File: src/rtl/ecp_wr_pkg.sv
package ecp_wr_pkg;
  typedef enum logic [2:0] {
    ST_IDLE, ST_FETCH, ST_SETUP, ST_STROBE, ST_RELEASE, ST_DONE
  } wr_state_e;

  typedef enum logic [1:0] {
    WR_OK       = 2'd0,
    WR_BUSY_TMO = 2'd1,
    WR_IO_ERR   = 2'd2
  } wr_status_e;
endpackage

File: src/rtl/ecp_wait_timer.sv
module ecp_wait_timer #(
  parameter int W = 16
) (
  input  logic         clk_i,
  input  logic         rst_ni,
  input  logic         clr_i,
  input  logic [W-1:0] limit_i,
  output logic         expired_o
);
  logic [W-1:0] cnt_q;

  assign expired_o = (cnt_q >= limit_i);

  always_ff @(posedge clk_i or negedge rst_ni) begin
    if (!rst_ni)         cnt_q <= '0;
    else if (clr_i)      cnt_q <= '0;
    else if (!expired_o) cnt_q <= cnt_q + 1'b1;
  end
endmodule

File: src/rtl/ecp_pulse_gen.sv
module ecp_pulse_gen #(
  parameter int WIDTH = 4
) (
  input  logic clk_i,
  input  logic rst_ni,
  input  logic trig_i,
  output logic pulse_o
);
  localparam int CW = $clog2(WIDTH + 1);
  logic [CW-1:0] cnt_q;

  assign pulse_o = (cnt_q != '0);

  always_ff @(posedge clk_i or negedge rst_ni) begin
    if (!rst_ni)      cnt_q <= '0;
    else if (trig_i)  cnt_q <= CW'(WIDTH);
    else if (pulse_o) cnt_q <= cnt_q - 1'b1;
  end
endmodule

File: src/rtl/ecp_wrap_accum.sv
module ecp_wrap_accum #(
  parameter int W  = 32,
  parameter int AW = 16
) (
  input  logic          clk_i,
  input  logic          rst_ni,
  input  logic          add_i,
  input  logic [AW-1:0] val_i,
  output logic [W-1:0]  sum_o
);
  always_ff @(posedge clk_i or negedge rst_ni) begin
    if (!rst_ni)    sum_o <= '0;
    else if (add_i) sum_o <= sum_o + W'(val_i);
  end
endmodule

File: src/rtl/ecp_fwd_writer.sv
module ecp_fwd_writer
  import ecp_wr_pkg::*;
#(
  parameter int DW      = 8,
  parameter int CNT_W   = 16,
  parameter int TMO_W   = 16,
  parameter int TOT_W   = 32,
  parameter bit ERR_RST = 1'b1,
  parameter int RST_W   = 4
) (
  input  logic             clk_i,
  input  logic             rst_ni,
  input  logic             start_i,
  input  logic [CNT_W-1:0] len_i,
  input  logic [TMO_W-1:0] setup_cyc_i,
  input  logic [TMO_W-1:0] busy_tmo_i,
  input  logic [TMO_W-1:0] idle_tmo_i,
  input  logic             s_valid_i,
  input  logic [DW-1:0]    s_data_i,
  output logic             s_ready_o,
  output logic [DW-1:0]    pd_o,
  output logic             host_clk_no,
  output logic             host_ack_o,
  input  logic             periph_ack_i,
  output logic             bus_rst_o,
  output logic             active_o,
  output logic             done_o,
  output logic [1:0]       status_o,
  output logic [CNT_W-1:0] xfer_cnt_o,
  output logic [TOT_W-1:0] total_o
);
  wr_state_e        state_q, state_d;
  wr_status_e       status_q, status_d;
  logic [CNT_W-1:0] len_q, cnt_q;
  logic [TMO_W-1:0] setup_q, btmo_q, itmo_q, lim;
  logic [DW-1:0]    pd_q;
  logic             ack_lvl_q;
  logic             tmr_exp, take, byte_ok, enter_done, io_err_hit;

  assign s_ready_o  = (state_q == ST_FETCH) && (cnt_q != len_q);
  assign take       = s_ready_o && s_valid_i;
  assign byte_ok    = (state_q == ST_RELEASE) && !periph_ack_i;
  assign enter_done = (state_d == ST_DONE) && (state_q != ST_DONE);
  assign io_err_hit = enter_done && (status_d == WR_IO_ERR);

  // per-phase limit on one shared timer
  always_comb begin
    unique case (state_q)
      ST_SETUP:   lim = (setup_q == '0) ? '0 : setup_q - 1'b1;
      ST_STROBE:  lim = btmo_q;
      ST_RELEASE: lim = itmo_q;
      default:    lim = '0;
    endcase
  end

  always_comb begin
    state_d  = state_q;
    status_d = status_q;
    unique case (state_q)
      ST_IDLE:  if (start_i) state_d = ST_FETCH;
      ST_FETCH: begin
        if (cnt_q == len_q) begin
          state_d  = ST_DONE;
          status_d = WR_OK;
        end else if (s_valid_i) begin
          state_d = ST_SETUP;
        end
      end
      ST_SETUP: if (tmr_exp) state_d = ST_STROBE;
      ST_STROBE: begin
        // busy is tested before expiry: last-cycle arrival wins
        if (periph_ack_i) begin
          state_d = ST_RELEASE;
        end else if (tmr_exp) begin
          state_d  = ST_DONE;
          status_d = WR_BUSY_TMO;
        end
      end
      ST_RELEASE: begin
        if (!periph_ack_i) begin
          state_d = ST_FETCH;
        end else if (tmr_exp) begin
          state_d  = ST_DONE;
          status_d = WR_IO_ERR;
        end
      end
      ST_DONE:  state_d = ST_IDLE;
      default:  state_d = ST_IDLE;
    endcase
  end

  always_ff @(posedge clk_i or negedge rst_ni) begin
    if (!rst_ni) begin
      state_q   <= ST_IDLE;
      status_q  <= WR_OK;
      len_q     <= '0;
      cnt_q     <= '0;
      setup_q   <= '0;
      btmo_q    <= '0;
      itmo_q    <= '0;
      pd_q      <= '0;
      ack_lvl_q <= 1'b1;
    end else begin
      state_q  <= state_d;
      status_q <= status_d;
      if (state_q == ST_IDLE && start_i) begin
        len_q   <= len_i;
        setup_q <= setup_cyc_i;
        btmo_q  <= busy_tmo_i;
        itmo_q  <= idle_tmo_i;
        cnt_q   <= '0;
      end
      if (take) begin
        pd_q      <= s_data_i;
        ack_lvl_q <= 1'b1;
      end
      if (byte_ok) cnt_q <= cnt_q + 1'b1;
    end
  end

  ecp_wait_timer #(.W(TMO_W)) u_timer (
    .clk_i    (clk_i),
    .rst_ni   (rst_ni),
    .clr_i    (state_d != state_q),
    .limit_i  (lim),
    .expired_o(tmr_exp)
  );

  ecp_wrap_accum #(.W(TOT_W), .AW(CNT_W)) u_total (
    .clk_i (clk_i),
    .rst_ni(rst_ni),
    .add_i (enter_done),
    .val_i (cnt_q),
    .sum_o (total_o)
  );

  generate
    if (ERR_RST) begin : g_bus_rst
      ecp_pulse_gen #(.WIDTH(RST_W)) u_pulse (
        .clk_i  (clk_i),
        .rst_ni (rst_ni),
        .trig_i (io_err_hit),
        .pulse_o(bus_rst_o)
      );
    end else begin : g_no_bus_rst
      assign bus_rst_o = 1'b0;
    end
  endgenerate

  assign pd_o        = pd_q;
  assign host_clk_no = (state_q != ST_STROBE);
  assign host_ack_o  = ack_lvl_q;
  assign active_o    = (state_q != ST_IDLE);
  assign done_o      = (state_q == ST_DONE);
  assign status_o    = status_q;
  assign xfer_cnt_o  = cnt_q;
endmodule

File: config.mk
export PLATFORM = sky130hd
export DESIGN_NAME = ecp_fwd_writer
export DESIGN_NICKNAME = d
export VERILOG_FILES = /design/src/rtl/ecp_wr_pkg.sv /design/src/rtl/ecp_wait_timer.sv /design/src/rtl/ecp_pulse_gen.sv /design/src/rtl/ecp_wrap_accum.sv /design/src/rtl/ecp_fwd_writer.sv
export SDC_FILE = /design/constraint.sdc
export NUM_CORES = 1
export LEC_CHECK = 0
export BUFFER_PORTS_ARGS = -buffer_cell sky130_fd_sc_hd__buf_2
export CELL_PAD_IN_SITES_DETAIL_PLACEMENT = 0
export CELL_PAD_IN_SITES_GLOBAL_PLACEMENT = 1
export CORE_ASPECT_RATIO = 2
export CORE_UTILIZATION = 41
export DETAILED_ROUTE_END_ITERATION = 10
export PLACE_DENSITY = 0.8
export SLEW_MARGIN = 20
export SYNTH_ARGS = -nofsm -noshare
export SYNTH_HDL_FRONTEND = slang
export SYNTH_SLANG_ARGS = --single-unit
File: constraint.sdc
create_clock -name clk_i -period 6.5 [get_ports clk_i]
set_clock_uncertainty 0.2 [all_clocks]
set_input_delay 1.95 -clock clk_i [delete_from_list [all_inputs] [get_ports clk_i]]
set_output_delay 1.95 -clock clk_i [all_outputs]
set_load 0.005 [all_outputs]
Word level (Yosys, flattened, before mapping) --
Cells that the tools add are included. Widths: inputs -> output; s select.
Word-level totals: bits in registers 144, latch bits 0, bits in writable memories 0, memory bits (read-only) 0, output and inout port bits 64, memories kept 0
Cells by class: $add $sub $neg 5, multiply operators 0, divide/modulo/power cells 0, magnitude comparators 1, equal/unequal tests 13, shift-type cells 0, muxes and demuxes 22, bitwise logic cells 0, reduce and logical (&&, ||, !) cells 13
Operators with widths (count):
- $mux 16 | 5
- $pmux 16 s3 | 1
- $add 16x1->16 const B | 2
- $add 32x16->32 | 1
- $mux 3 | 9
- $eq 16x16->1 | 1
- $ge 16x16->1 | 1
- $logic_not 16->1 | 1
- $ne 16x16->1 | 1
- $sub 16x1->16 const B | 1
- $pmux 3 s5 | 1
- $mux 2 | 5
- $eq 3x3->1 const B | 3
- $eq 3x2->1 const B | 2
- $logic_and 1x1->1 | 6
- $pmux 2 s3 | 1
- $reduce_bool 3->1 | 2
- $reduce_bool 2->1 | 2
- $eq 3x1->1 const B | 1
- $logic_not 3->1 | 1
- $ne 3x2->1 const B | 1
- $ne 3x3->1 | 1
- $ne 3x3->1 const B | 1
- $sub 3x1->3 const B | 1
- 3 further kinds | 3

Longest topological paths before layout --
Gate-level depths: netlist (run 1).
depth after elaboration 11, gate-level depth with buffers 20, gate-level depth less buffers 17

Cells and area by module --
Synthesis (run 1) repeated with hierarchy kept, for this count alone.
Unflattened totals: cells, all modules 897, area total of the unflattened synthesis 8309.2 µm²
By module, submodules not included:
- ecp_fwd_writer | instances 1, cells an instance 526, area an instance 4638.2 µm², sequential area each 2327.2 µm²
- ecp_wrap_accum | instances 1, cells an instance 210, area an instance 2227.1 µm², sequential area each 800.8 µm²
- ecp_wait_timer | instances 1, cells an instance 145, area an instance 1266.2 µm², sequential area each 400.4 µm²
- ecp_pulse_gen | instances 1, cells an instance 16, area an instance 177.7 µm², sequential area each 75.1 µm²

Worst setup path after synthesis (run 1) --
Ideal clock, no wire load.
path type register -> register, from reg setup_q[11], to reg u_total.sum_o[15], arrival 3.860 ns, setup slack 2.313 ns, stages on the path, launching flop included 17, buffers on the path 3, period minus slack after synthesis 4.187 ns, cells stage by stage dfrtp_1 > or4_1 > nor3_1 > nor3b_1 > nor3_1 > clkbuf_1 > a222oi_1 > ha_1 > and4_1 > a221oi_1 > a21oi_1 > a211oi_2 > nand2_1 > o21a_1 > buf_4 > buf_4 > mux2_1
On the way: longest elaborated chain between the ends 9
Ends and longest elaborated chain:
- from (decl) | line ecp_fwd_writer.sv:35 | logic [TMO_W-1:0] setup_q, btmo_q, itmo_q, lim;
- from (signal assigned) | line ecp_fwd_writer.sv:108 | setup_q <= setup_cyc_i;
- $sub 16x1->16 / $logic_not 16->1 (equally long branches) | line ecp_fwd_writer.sv:49 | ST_SETUP: lim = (setup_q == '0) ? '0 : setup_q - 1'b1;
- $mux 16 * | line ecp_fwd_writer.sv:49
- $pmux 16 s3 * | line ecp_fwd_writer.sv:48 | unique case (state_q)
- $ge 16x16->1 * | line ecp_wait_timer.sv:12 | assign expired_o = (cnt_q >= limit_i);
- $mux 3 | line ecp_fwd_writer.sv:74, ecp_fwd_writer.sv:82
- $mux 3, on equally long branches | line ecp_fwd_writer.sv:80, ecp_fwd_writer.sv:72
- $pmux 3 s5 * | line ecp_fwd_writer.sv:59 | unique case (state_q)
- $eq 3x3->1 * | line ecp_fwd_writer.sv:43 | assign enter_done = (state_d == ST_DONE) && (state_q != ST_DONE);
- $logic_and 1x1->1 * | line ecp_fwd_writer.sv:43
- to (signal assigned) | line ecp_wrap_accum.sv:13 | else if (add_i) sum_o <= sum_o + W'(val_i);
- to (decl) | line ecp_wrap_accum.sv:9 | output logic [W-1:0] sum_o
Mark *: on every way between the ends. The rest lies on a longest branch, timed or not. A chain may end at the register's enable or synchronous reset.

Worst setup path after layout (run 1) --
from reg setup_q[3], to reg u_total.sum_o[7]
The elaborated chain is that of the path after synthesis.

==> results of run 1 <==
[critical path, delay by kind of cell, from the launching register on]
kind	cells	cell delay, ps
compound gates	5	1490
simple gates	8	1730
mux	1	340
flops	1	420
fa+ha+maj	1	320
buf+inv	2	510
[layout make-up]
class	instances	area share, %
multi-input combinational	640	42.5
sequential	144	38.6
timing repair buffer	145	8.02
clock buffer	18	4.70
tap	255	3.42
clock inverter	14	1.92
inverter	21	0.844
[per-stage QoR]
stage	hold slack (ps)	util (%)	total power, mW	cell area, sq um
after floorplan	245	-	2.23	7810
after global placement	257	46.5	2.61	8720
after detailed placement	260	46.5	2.64	8720
after CTS	271	49.8	3.69	9340
after global routing	283	49.8	3.91	9340
final	265	49.8	3.64	9340
[power by group]
group / leakage (nW) / switching (mW) / internal, mW
registers: 1.88 / 0.223 / 1.15
logic: 2.51 / 0.770 / 0.468
clock network: 0.294 / 0.414 / 0.620
[state kept, by name (all words and copies together), names as in the netlist]
signal,count
state_q,3
setup_q,16
g_bus_rst.u_pulse.cnt_q,3
u_timer.cnt_q,16
u_total.sum_o,32
pd_o,8
len_q,16
status_o,2
itmo_q,16
btmo_q,16
xfer_cnt_o,16
[per-layer routing]
layer  GRT usage [%]  part of all wire, %  wire, um  up-vias
met3            3.47                  2.8       570       41
met1            23.6                   37      7670     3112
met5               0                    0         0        -
met4            13.1                  4.2       859        0
met2            40.8                   56     11400      159
li1                -                    -         -     3155
[kinds of logic after synthesis]
kind of cell             Yosys count  share of synthesized area [%]
AND/OR/NAND/NOR                  390                           22.4
XOR/XNOR                          75                           8.41
buffers and inverters             54                           3.03
multiplexers                      27                           3.81
adder cells (fa/ha/maj)           38                           6.19
other                              1                         0.0480
flip-flops                       144                           46.2
AO/OA/AOI/OAI                    109                           9.98
[final timing paths]
path / start / end / slack, ps / depth (start not counted)
setup / recovery: setup_q[3]$_DFFE_PN0P_ / u_total.sum_o[7]$_DFFE_PN0P_ / 1370 / 17
hold / removal: u_total.sum_o[31]$_DFFE_PN0P_ / u_total.sum_o[31]$_DFFE_PN0P_ / 260 / 1
setup reg to reg: setup_q[3]$_DFFE_PN0P_ / u_total.sum_o[7]$_DFFE_PN0P_ / 1370 / 17
hold reg to reg: u_total.sum_o[31]$_DFFE_PN0P_ / u_total.sum_o[31]$_DFFE_PN0P_ / 260 / 1
max in group asynchronous: rst_ni / xfer_cnt_o[14]$_DFFE_PN0P_ / 3570 / 2
min in group asynchronous: rst_ni / u_total.sum_o[10]$_DFFE_PN0P_ / 1420 / 1
[layout by cell type, fill, tap and decap left out, types with 5 or more instances in the layout]
| master | count |
|---|---|
| mux2i_1 | 5 |
| nand2b_1 | 6 |
| inv_1 | 21 |
| xnor2_1 | 58 |
| a21o_1 | 8 |
| nor4_1 | 5 |
| dfrtp_1 | 144 |
| ha_1 | 37 |
| a21oi_1 | 16 |
| mux2_2 | 11 |
| nand4_1 | 25 |
| clkbuf_16 | 17 |
| nor2_1 | 45 |
| mux2_1 | 11 |
| o21ai_0 | 30 |
| nor3_1 | 16 |
| o31ai_1 | 7 |
| and2_1 | 5 |
| xor2_1 | 17 |
| buf_2 | 138 |
| and3_1 | 12 |
| o21a_1 | 5 |
| nand3_1 | 23 |
| buf_4 | 6 |
| nand2_1 | 229 |
| a222oi_1 | 15 |
==> out/qor.yml, run 1 <==
outcome:
  status: "completed"
synthesis:
  synth_warnings: 0
  syn_nets: 953
  synth_top_area_share_pct: 46.2
  synth_top_cell_by_area: "dfrtp_1"
  syn_area_per_cell_sq_um: 9.32
  ys.flop_type: "dfrtp_1"
  synth_seq_area_share_pct: 46.2
  synthCells: 838
  yosysMostFrequentCell: "nand2_1"
  yosysUniqueCellTypes: 64
  synthArstFlopShare_pct: 100
  synth_seq_cells: 144
  synth_enable_flop_cells: 0
  syn-cell-area_sq_um: 7810
  synth_common_cells: "230 x nand2_1, 144 x dfrtp_1, 58 x xnor2_1"
  ys_top_cells_by_area: "dfrtp_1 46%, nand2_1 11%, xnor2_1 6.5%"
detailed_routing:
  num_vias: 6467
  drt_iter0_drc: 254
  wirelength_mm: 20.5
  viasPerCell: 5.23
  drt.antenna.violating_nets: 0
  wl_per_cell_um: 16.6
  dr.pass1.iters: 8
  drc: 0
clock_tree:
  cts_buffer_depth: 2
  cts_root_buf: "clkbuf_16"
  cts_buffers: 17
  clkSinkCount: 144
  clkTransAtPathRegs_ps: 60
  cts_hold_buf: 0
  cts_tree: "yes"
  cts_setup_buffers: 0
  cts.repair.resized: 0
  cts_htree_levels: 4
  clk_latency_ps: 430
global_route:
  groute.usage.overall_pct: 22.2
  antenna_found_initial: 0
  grt_pass1_wl_mm: 33.2
  grt_pass1_vias: 6561
  overflow: 0
  grt_max_degree: 112
setup_path:
  critPathMaxStageDelay_ps: 440
  crit_slowest_cell: "o21a_1"
  worstPathCellList: "nor2_1 > nand2_1 > nor3_1 > nand2b_1 > nor3b_1 > nor3_1 > buf_4 > a222oi_1 > ha_1 > and4_1 > a221oi_1 > a21oi_1 > a211oi_2 > nand2_1 > o21a_1 > buf_4 > mux2_1"
  critPathMaxFanout: 21
  crit_type: "flip-flop to flip-flop"
  cp.arrival_ps: 5250
  cp-start-kind: "flip-flop"
  cp-end-kind: "flip-flop"
  required_ps: 6610
power:
  ir_drop_uv: 212
  power_density_nw_per_um2: 390
  leakage_nw: 4.69
job:
  max_cap_viol_count: 0
sta:
  finalSetupViolCount: 0
  rsz0062_at_grt: "false"
  maxSlewViolCount: 0
  worst_pin_slew_ps: 937
  period_minus_slack_ps: 5130
  tns_ps: 0
  finalCritPeriodShare_pct: 79.0
  fmax_mhz: 195
  slew_headroom_pct: 37.5
  layout_setup_ws_ps: 1370
  timing_hold_violations_final: 0
floorplan:
  die_y_um: 197
  start_util_pct: 41.7
  row_count: 71
  core_sq_um: 18700
  ios: 141
  die_area_sq_um: 19600
  die_x_um: 99.6
layout:
  drive_above_1_share_pct: 20.5
  final-instance-count-excl-fill: 1237
  final-seq-area_sq_um: 3600
  multiInputGateArea_sq_um: 3970
  final_nets: 1084
  n_fill_cell: 1841
  num_antenna_cells: 0
  areaGrowthSynthToFinish_pct: 19.6
place:
  dp_hpwl_mm: 15.2
  gp_congestion: 0.832
  dp.cells: 1205
  port_buffers: 139
  pre_cts_slack_ps: 1440
worst_hold_path:
  hp-class: "flip-flop to flip-flop"
(Power assumes the default switching activity.)
==> run 2: changes to the inputs <==
--- a/config.mk
+++ b/config.mk
@@ -9,7 +9,7 @@
 export CELL_PAD_IN_SITES_DETAIL_PLACEMENT = 0
 export CELL_PAD_IN_SITES_GLOBAL_PLACEMENT = 1
 export CORE_ASPECT_RATIO = 2
-export CORE_UTILIZATION = 41
+export CORE_UTILIZATION = 39
 export DETAILED_ROUTE_END_ITERATION = 10
 export PLACE_DENSITY = 0.8
 export SLEW_MARGIN = 20
==> constraint.sdc (replaced) <==
create_clock -name clk_i -period 4.7 [get_ports clk_i]
set_clock_uncertainty 0.2 [all_clocks]
set_input_delay 1.41 -clock clk_i [delete_from_list [all_inputs] [get_ports clk_i]]
set_output_delay 1.41 -clock clk_i [all_outputs]
set_load 0.005 [all_outputs]
==> run 2 against run 1 <==
Clock power grew 23%. First-iteration DRC count grew 38%. Sequential share of layout area shrank 0.58 points.
==> out/qor.yml, run 2 (same netlist as run 1, synthesis figures left out) <==
sta:
  slew_headroom_pct: 40.3  # was 37.5%
  fmax_mhz: 225  # was 195 MHz
  layout_setup_ws_ps: 261  # was 1370 ps
  period_minus_slack_ps: 4440  # was 5130 ps
  timing_hold_violations_final: 0  # unchanged
  finalSetupViolCount: 0  # unchanged
  maxSlewViolCount: 0  # unchanged
  worst_pin_slew_ps: 894  # was 937 ps
  hold_ws_ps: 272  # was 265 ps
  finalCritPeriodShare_pct: 94.4  # was 79.0%
floorplan:
  die_x_um: 102  # was 99.6 um
  start_util_pct: 40.1  # was 41.7%
  die_area_sq_um: 20600  # was 19600 sq um
  die_y_um: 202  # was 197 um
  core_sq_um: 19500  # was 18700 sq um
  ios: 141  # unchanged
  row_count: 72  # was 71
layout:
  mostFrequentLayoutCells: "229 x nand2_1, 144 x dfrtp_1, 138 x buf_2, 58 x xnor2_1, 45 x nor2_1"  # unchanged
  final-seq-area_sq_um: 3600  # unchanged
  areaGrowthSynthToFinish_pct: 21.4  # was 19.6%
  num_antenna_cells: 0  # unchanged
  largest_reg_flops: 32  # unchanged
  final_util_pct: 48.7  # was 49.8%
  drive_above_1_share_pct: 22.2  # was 20.5%
  top_register: "u_total.sum_o"  # unchanged
  final_common_cell: "nand2_1"  # unchanged
  final_nets: 1098  # was 1084
  final-instance-count-excl-fill: 1255  # was 1237
  multiInputGateArea_sq_um: 4070  # was 3970 sq um
  n_fill_cell: 1931  # was 1841
job:
  max_cap_viol_count: 0  # unchanged
clock_tree:
  cts_buffer_depth: 2  # unchanged
  cts_tree: "yes"  # unchanged
  cts_htree_levels: 4  # unchanged
  cts_buffers: 17  # unchanged
  cts_root_buf: "clkbuf_16"  # unchanged
  clk_latency_ps: 430  # about the same
  clkTransAtPathRegs_ps: 60  # about the same
  clkSinkCount: 144  # unchanged
  cts_hold_buf: 0  # unchanged
power:
  power_frac_comb_pct: 38.3  # was 34.0%
  power.switching_mw: 2.01  # was 1.41 mW
  leakage_nw: 4.74  # was 4.69 nW
  ir_drop_uv: 286  # was 212 uV
  p_int_mw: 3.04  # was 2.24 mW
  power_frac_clock_pct: 25.1  # was 28.3%
  pwr-share-seq_pct: 36.6  # was 37.7%
  finalPower_mw: 5.06  # was 3.64 mW
  power_density_nw_per_um2: 534  # was 390 nW/um^2
  switching_share_pct: 39.8  # was 38.6%
setup_path:
  cp.arrival_ps: 4580  # was 5250 ps
  crit_type: "flip-flop to flip-flop"  # unchanged
  cp-start-kind: "flip-flop"  # unchanged
  critPathMaxFanout: 10  # was 21
  cp-end-kind: "flip-flop"  # unchanged
  required_ps: 4850  # was 6610 ps
  r2r_start: "setup_q[11]$_DFFE_PN0P_"  # was setup_q[3]$_DFFE_PN0P_
  critPathLaunch: "setup_q[11]$_DFFE_PN0P_"  # was setup_q[3]$_DFFE_PN0P_
place:
  pre_cts_slack_ps: -94.8  # was 1440 ps
  gp_congestion: 0.806  # was 0.832
  port_buffers: 139  # unchanged
  dp_hpwl_mm: 15.2  # about the same
  dp.cells: 1220  # was 1205
detailed_routing:
  viasPerCell: 5.19  # was 5.23
  num_vias: 6508  # was 6467
  drt.antenna.violating_nets: 0  # unchanged
  wirelength_mm: 20.2  # was 20.5 mm
  wl_per_cell_um: 16.1  # was 16.6 um
  drt_iter0_drc: 350  # was 254
  dr.pass1.iters: 4  # was 8
  drc: 0  # unchanged
worst_hold_path:
  hp-class: "flip-flop to flip-flop"  # unchanged
  hold_start: "u_total.sum_o[31]$_DFFE_PN0P_"  # unchanged
global_route:
  groute.usage.overall_pct: 20.9  # was 22.2%
  antenna_found_initial: 0  # unchanged
  overflow: 0  # unchanged
  grt_pass1_vias: 6728  # was 6561
  grt_max_degree: 75  # was 112
  grt_pass1_wl_mm: 32.9  # was 33.2 mm
outcome:
  status: "completed"  # unchanged
run 2: changes by cell type in the layout (fill, tap and decap cells not counted), sizes merged:
cell      before  now
clkinvlp       3    4
o221ai         1    2
clkinv         4    5
inv           25   27
bufinv         3    0
clkbuf        19   17
buf          144  158
run 2: layout make-up:
type                       count  area share [%]
clock buffer                  17            4.49
clock inverter                15            1.35
inverter                      21           0.831
multi-input combinational    641            42.9
sequential                   144            38.0
tap                          259            3.42
timing repair buffer         158            9.04
run 2: stage by stage:
stage,cell area (sq um),setup TNS (ps)
floorplan,7810,0
global placement,8820,0
detailed placement,8820,-742
CTS,9390,0
global route,9480,-411
finish,9480,0
run 2: final timing paths:
path	to	slack, ps	cells after the start
max	u_timer.cnt_q[1]$_DFFE_PN0P_	260	15
max reg2reg	u_timer.cnt_q[1]$_DFFE_PN0P_	260	15
max in group asynchronous	u_total.sum_o[30]$_DFFE_PN0P_	2780	2
min in group asynchronous	itmo_q[4]$_DFFE_PN0P_	760	1
min	u_total.sum_o[31]$_DFFE_PN0P_	270	1
min reg2reg	u_total.sum_o[31]$_DFFE_PN0P_	270	1
run 2: power by group through the flow:
stage | registers [mW] | clock network [mW] | logic (mW)
3_5_place_dp | 1.87 | 0 | 1.83
5_1_grt | 1.90 | 1.35 | 2.17
4_1_cts | 1.85 | 1.30 | 1.86
3_3_place_gp | 1.86 | 0 | 1.80
6_report | 1.85 | 1.27 | 1.94
2_1_floorplan | 1.81 | 0 | 1.28
run 2: layer usage:
layer	vias up	track usage, %	routed length (um)
met5	-	0	0
met4	0	10.7	803
met3	36	3.60	581
met2	155	39.4	11400
met1	3131	21.1	7420
li1	3186	-	-
run 2: critical path, stage by stage, from the launching register on:
cell,delay (ps)
dfrtp_1,410
or4_1,570
nor3_1,240
nor3b_2,260
nor3_2,140
a222oi_1,300
ha_1,310
and4_1,230
a221oi_1,240
a21oi_1,150
a211oi_4,290
a41oi_2,210
nor4_4,300
buf_4,180
o221ai_4,180
a21oi_1,160
run 2: what timing repair did:
action	4_1_cts	5_1_grt
cloned	0	1
buffers inserted	0	2
gates resized for setup	2	10
endpoints found under the setup margin	16	51
endpoints found under the hold margin	0	0
pin swaps	0	4
==> run 3: changes to the inputs <==
--- a/config.mk
+++ b/config.mk
@@ -10,9 +10,11 @@
 export CELL_PAD_IN_SITES_GLOBAL_PLACEMENT = 1
 export CORE_ASPECT_RATIO = 2
 export CORE_UTILIZATION = 39
+export CTS_CLUSTER_DIAMETER = 100
 export DETAILED_ROUTE_END_ITERATION = 10
 export PLACE_DENSITY = 0.8
 export SLEW_MARGIN = 20
 export SYNTH_ARGS = -nofsm -noshare
 export SYNTH_HDL_FRONTEND = slang
+export SYNTH_HIERARCHICAL = 1
 export SYNTH_SLANG_ARGS = --single-unit
==> run 3 against run 2 <==
Flip-flop and latch count unchanged. Global-route usage grew 0.24 points. Clock power increased by 8%. Non-clock buffer count increased by 3. Wire length up 9.8%. Die area is 6.3% higher. Sequential power rose by 2%. Synthesized area rose by 6.4%. Final cell count is 5.3% higher. Fmax up 0.27%. Worst hold slack better by 3.9 ps. Final area increased by 6.1%. Largest power group unchanged.
==> out/qor.yml, run 3 <==
outcome:
  status: "completed"  # unchanged
global_route:
  antenna_found_initial: 1  # was 0
  grt_pass1_wl_mm: 36.2  # was 32.9 mm
  overflow: 0  # unchanged
  grt_pass1_vias: 7116  # was 6728
  grt_max_degree: 78  # was 75
  groute.usage.overall_pct: 21.1  # was 20.9%
clock_tree:
  cts_root_buf: "clkbuf_16"  # unchanged
  clk_latency_ps: 420  # was 430 ps
  cts_hold_buf: 0  # unchanged
  clkTransAtPathRegs_ps: 70  # was 60 ps
  cts_buffers: 17  # unchanged
  cts_tree: "yes"  # unchanged
  clkSinkCount: 144  # unchanged
  cts_htree_levels: 4  # unchanged
  cts_buffer_depth: 2  # unchanged
synthesis:
  ys_top_cells_by_area: "dfrtp_1 43%, nand2_1 11%, ha_1 5.7%"  # was dfrtp_1 46%, nand2_1 11%, xnor2_1 6.5%
  synth_warnings: 6  # was 0
  synth_top_cell_by_area: "dfrtp_1"  # unchanged
  synth_seq_area_share_pct: 43.4  # was 46.2%
  synth_enable_flop_cells: 0  # unchanged
  yosysMostFrequentCell: "nand2_1"  # unchanged
  synthArstFlopShare_pct: 100  # unchanged
  synth_common_cells: "233 x nand2_1, 144 x dfrtp_1, 45 x xnor2_1"  # was 230 x nand2_1, 144 x dfrtp_1, 58 x xnor2_1
  synth_seq_cells: 144  # unchanged
  syn_nets: 1013  # was 953
  synth_top_area_share_pct: 43.4  # was 46.2%
  syn_area_per_cell_sq_um: 9.26  # was 9.32 sq um
  syn-cell-area_sq_um: 8310  # was 7810 sq um
  yosysUniqueCellTypes: 86  # was 64
  ys.flop_type: "dfrtp_1"  # unchanged
  synthCells: 897  # was 838
floorplan:
  start_util_pct: 39.7  # was 40.1%
  ios: 141  # unchanged
  core_sq_um: 20900  # was 19500 sq um
  row_count: 75  # was 72
  die_y_um: 208  # was 202 um
  die_area_sq_um: 21900  # was 20600 sq um
  die_x_um: 105  # was 102 um
worst_hold_path:
  hold_start: "itmo_q[13]$_DFFE_PN0P_"  # was u_total.sum_o[31]$_DFFE_PN0P_
  hp-class: "flip-flop to flip-flop"  # unchanged
  min_to: "itmo_q[13]$_DFFE_PN0P_"  # was u_total.sum_o[31]$_DFFE_PN0P_
  min_path_cells: 2  # was 1
sta:
  timing_hold_violations_final: 0  # unchanged
  maxSlewViolCount: 0  # unchanged
  hold_ws_ps: 276  # was 272 ps
  finalSetupViolCount: 0  # unchanged
  fmax_mhz: 226  # was 225 MHz
  period_minus_slack_ps: 4430  # was 4440 ps
  layout_setup_ws_ps: 273  # was 261 ps
  slew_headroom_pct: 48.9  # was 40.3%
  finalCritPeriodShare_pct: 94.2  # was 94.4%
  worst_pin_slew_ps: 766  # was 894 ps
detailed_routing:
  wirelength_mm: 22.2  # was 20.2 mm
  drt.antenna.violating_nets: 0  # unchanged
  viasPerCell: 5.26  # was 5.19
  drc: 0  # unchanged
  drt_iter0_drc: 201  # was 350
  num_vias: 6954  # was 6508
  dr.pass1.iters: 5  # was 4
  wl_per_cell_um: 16.8  # was 16.1 um
setup_path:
  r2r_end: "u_total/sum_o[28]$_DFFE_PN0P_"  # was u_timer.cnt_q[1]$_DFFE_PN0P_
  crit_type: "flip-flop to flip-flop"  # unchanged
  required_ps: 4840  # was 4850 ps
  cp-start-kind: "flip-flop"  # unchanged
  r2r_slack_ps: 270  # was 260 ps
  cp-end-kind: "flip-flop"  # unchanged
  cp.arrival_ps: 4570  # was 4580 ps
  critPathMaxFanout: 8  # was 10
  r2r_cells: 20  # was 15
  r2r_start: "setup_q[8]$_DFFE_PN0P_"  # was setup_q[11]$_DFFE_PN0P_
place:
  port_buffers: 139  # unchanged
  dp_hpwl_mm: 16.8  # was 15.2 mm
  dp.cells: 1286  # was 1220
  pre_cts_slack_ps: 73.9  # was -94.8 ps
  gp_congestion: 0.845  # was 0.806
  place_area_sq_um: 9350  # was 8820 sq um
layout:
  n_fill_cell: 2065  # was 1931
  fin_area_sq_um: 10100  # was 9480 sq um
  final-instance-count-excl-fill: 1321  # was 1255
  drive_above_1_share_pct: 24.7  # was 22.2%
  mostFrequentLayoutCells: "231 x nand2_1, 144 x dfrtp_1, 138 x buf_2, 45 x xnor2_1, 40 x o21ai_0"  # was 229 x nand2_1, 144 x dfrtp_1, 138 x buf_2, 58 x xnor2_1, 45 x nor2_1
  areaGrowthSynthToFinish_pct: 21.1  # was 21.4%
  top_register: "u_total/sum_o"  # was u_total.sum_o
  final-seq-area_sq_um: 3600  # unchanged
  multiInputGateArea_sq_um: 4510  # was 4070 sq um
  final_common_cell: "nand2_1"  # unchanged
  largest_reg_flops: 32  # unchanged
  final_nets: 1154  # was 1098
power:
  leakage_nw: 4.89  # was 4.74 nW
  power_density_nw_per_um2: 528  # was 534 nW/um^2
  finalPower_mw: 5.31  # was 5.06 mW
  ir_drop_uv: 323  # was 286 uV
job:
  max_cap_viol_count: 0  # unchanged
[run 3: kinds of logic after synthesis]
group,after synthesis,synth area share (%)
buffers and inverters,70,3.90
muxes,32,4.22
and+or+nand+nor,373,21.4
other,1,0.0451
xor gates and xnor gates,61,6.43
DFF,144,43.4
adders and majority gates,39,5.96
AOI/OAI and AO/OA,177,14.7
[run 3: how the worst max path moves through the flow]
stage                                 startpoint                             to  slack [ps]  cells after the start
after floorplan             state_q[1]$_DFF_PN0_  u_total/sum_o[29]$_DFFE_PN0P_          50                     23
after global placement    setup_q[9]$_DFFE_PN0P_  u_total/sum_o[24]$_DFFE_PN0P_         140                     23
after detailed placement  setup_q[9]$_DFFE_PN0P_  u_total/sum_o[28]$_DFFE_PN0P_          70                     22
after CTS                 setup_q[9]$_DFFE_PN0P_  u_total/sum_o[28]$_DFFE_PN0P_          60                     22
after global routing      setup_q[8]$_DFFE_PN0P_  u_total/sum_o[28]$_DFFE_PN0P_         -80                     20
final                     setup_q[8]$_DFFE_PN0P_  u_total/sum_o[28]$_DFFE_PN0P_         270                     20
[run 3: final cells by class]
type | instances | share of cell area (%)
antenna | 1 | 0.0249
clock buffer | 17 | 4.23
clock inverter | 15 | 1.68
inverter | 31 | 1.16
tap | 269 | 3.34
multi-input combinational | 683 | 44.8
timing repair buffer | 161 | 8.99
sequential | 144 | 35.8
[run 3: critical path, cell delays in order (launching register included)]
cell       delay, ps
dfrtp_1          410
nor4_4           320
or3b_4           420
nor3_2           170
xnor2_1           80
o21ai_1          120
inv_1             90
ha_4             270
and4_4           230
nand2_1           80
o21ai_4          200
nand3b_1         150
o21ai_0           80
a2bb2oi_1        130
o22a_1           210
o21ai_4          230
and3_4           240
nor4b_4          300
nand2_1          120
a21oi_2          130
xor2_1           160
[run 3: metal layers]
metal	vias up	track usage (%)	routed length [um]
met2	138	42.1	13000
met3	40	3.04	542
met1	3374	20.4	7870
met4	0	10.3	826
met5	-	0	0
li1	3402	-	-
[run 3: report_power, final]
group	switching, mW	total [mW]	leakage [nW]	internal, mW
registers	0.288	1.89	1.87	1.60
clock network	0.606	1.37	0.290	0.759
logic	1.21	2.06	2.73	0.853
total	2.10	5.31	4.89	3.21
[run 3: per-stage QoR]
step / TNS, ps / utilization, %
after floorplan: 0 / -
after global placement: 0 / 44.7
after detailed placement: 0 / 44.7
after CTS: 0 / 47.5
after global routing: -214 / 48.1
final: 0 / 48.1
[run 3: repair_timing]
item / in CTS / in global routing
endpoints found under the hold margin: 0 / 0
setup endpoints to repair: 0 / 47
resized for setup: 0 / 21
buffers inserted: 0 / 2
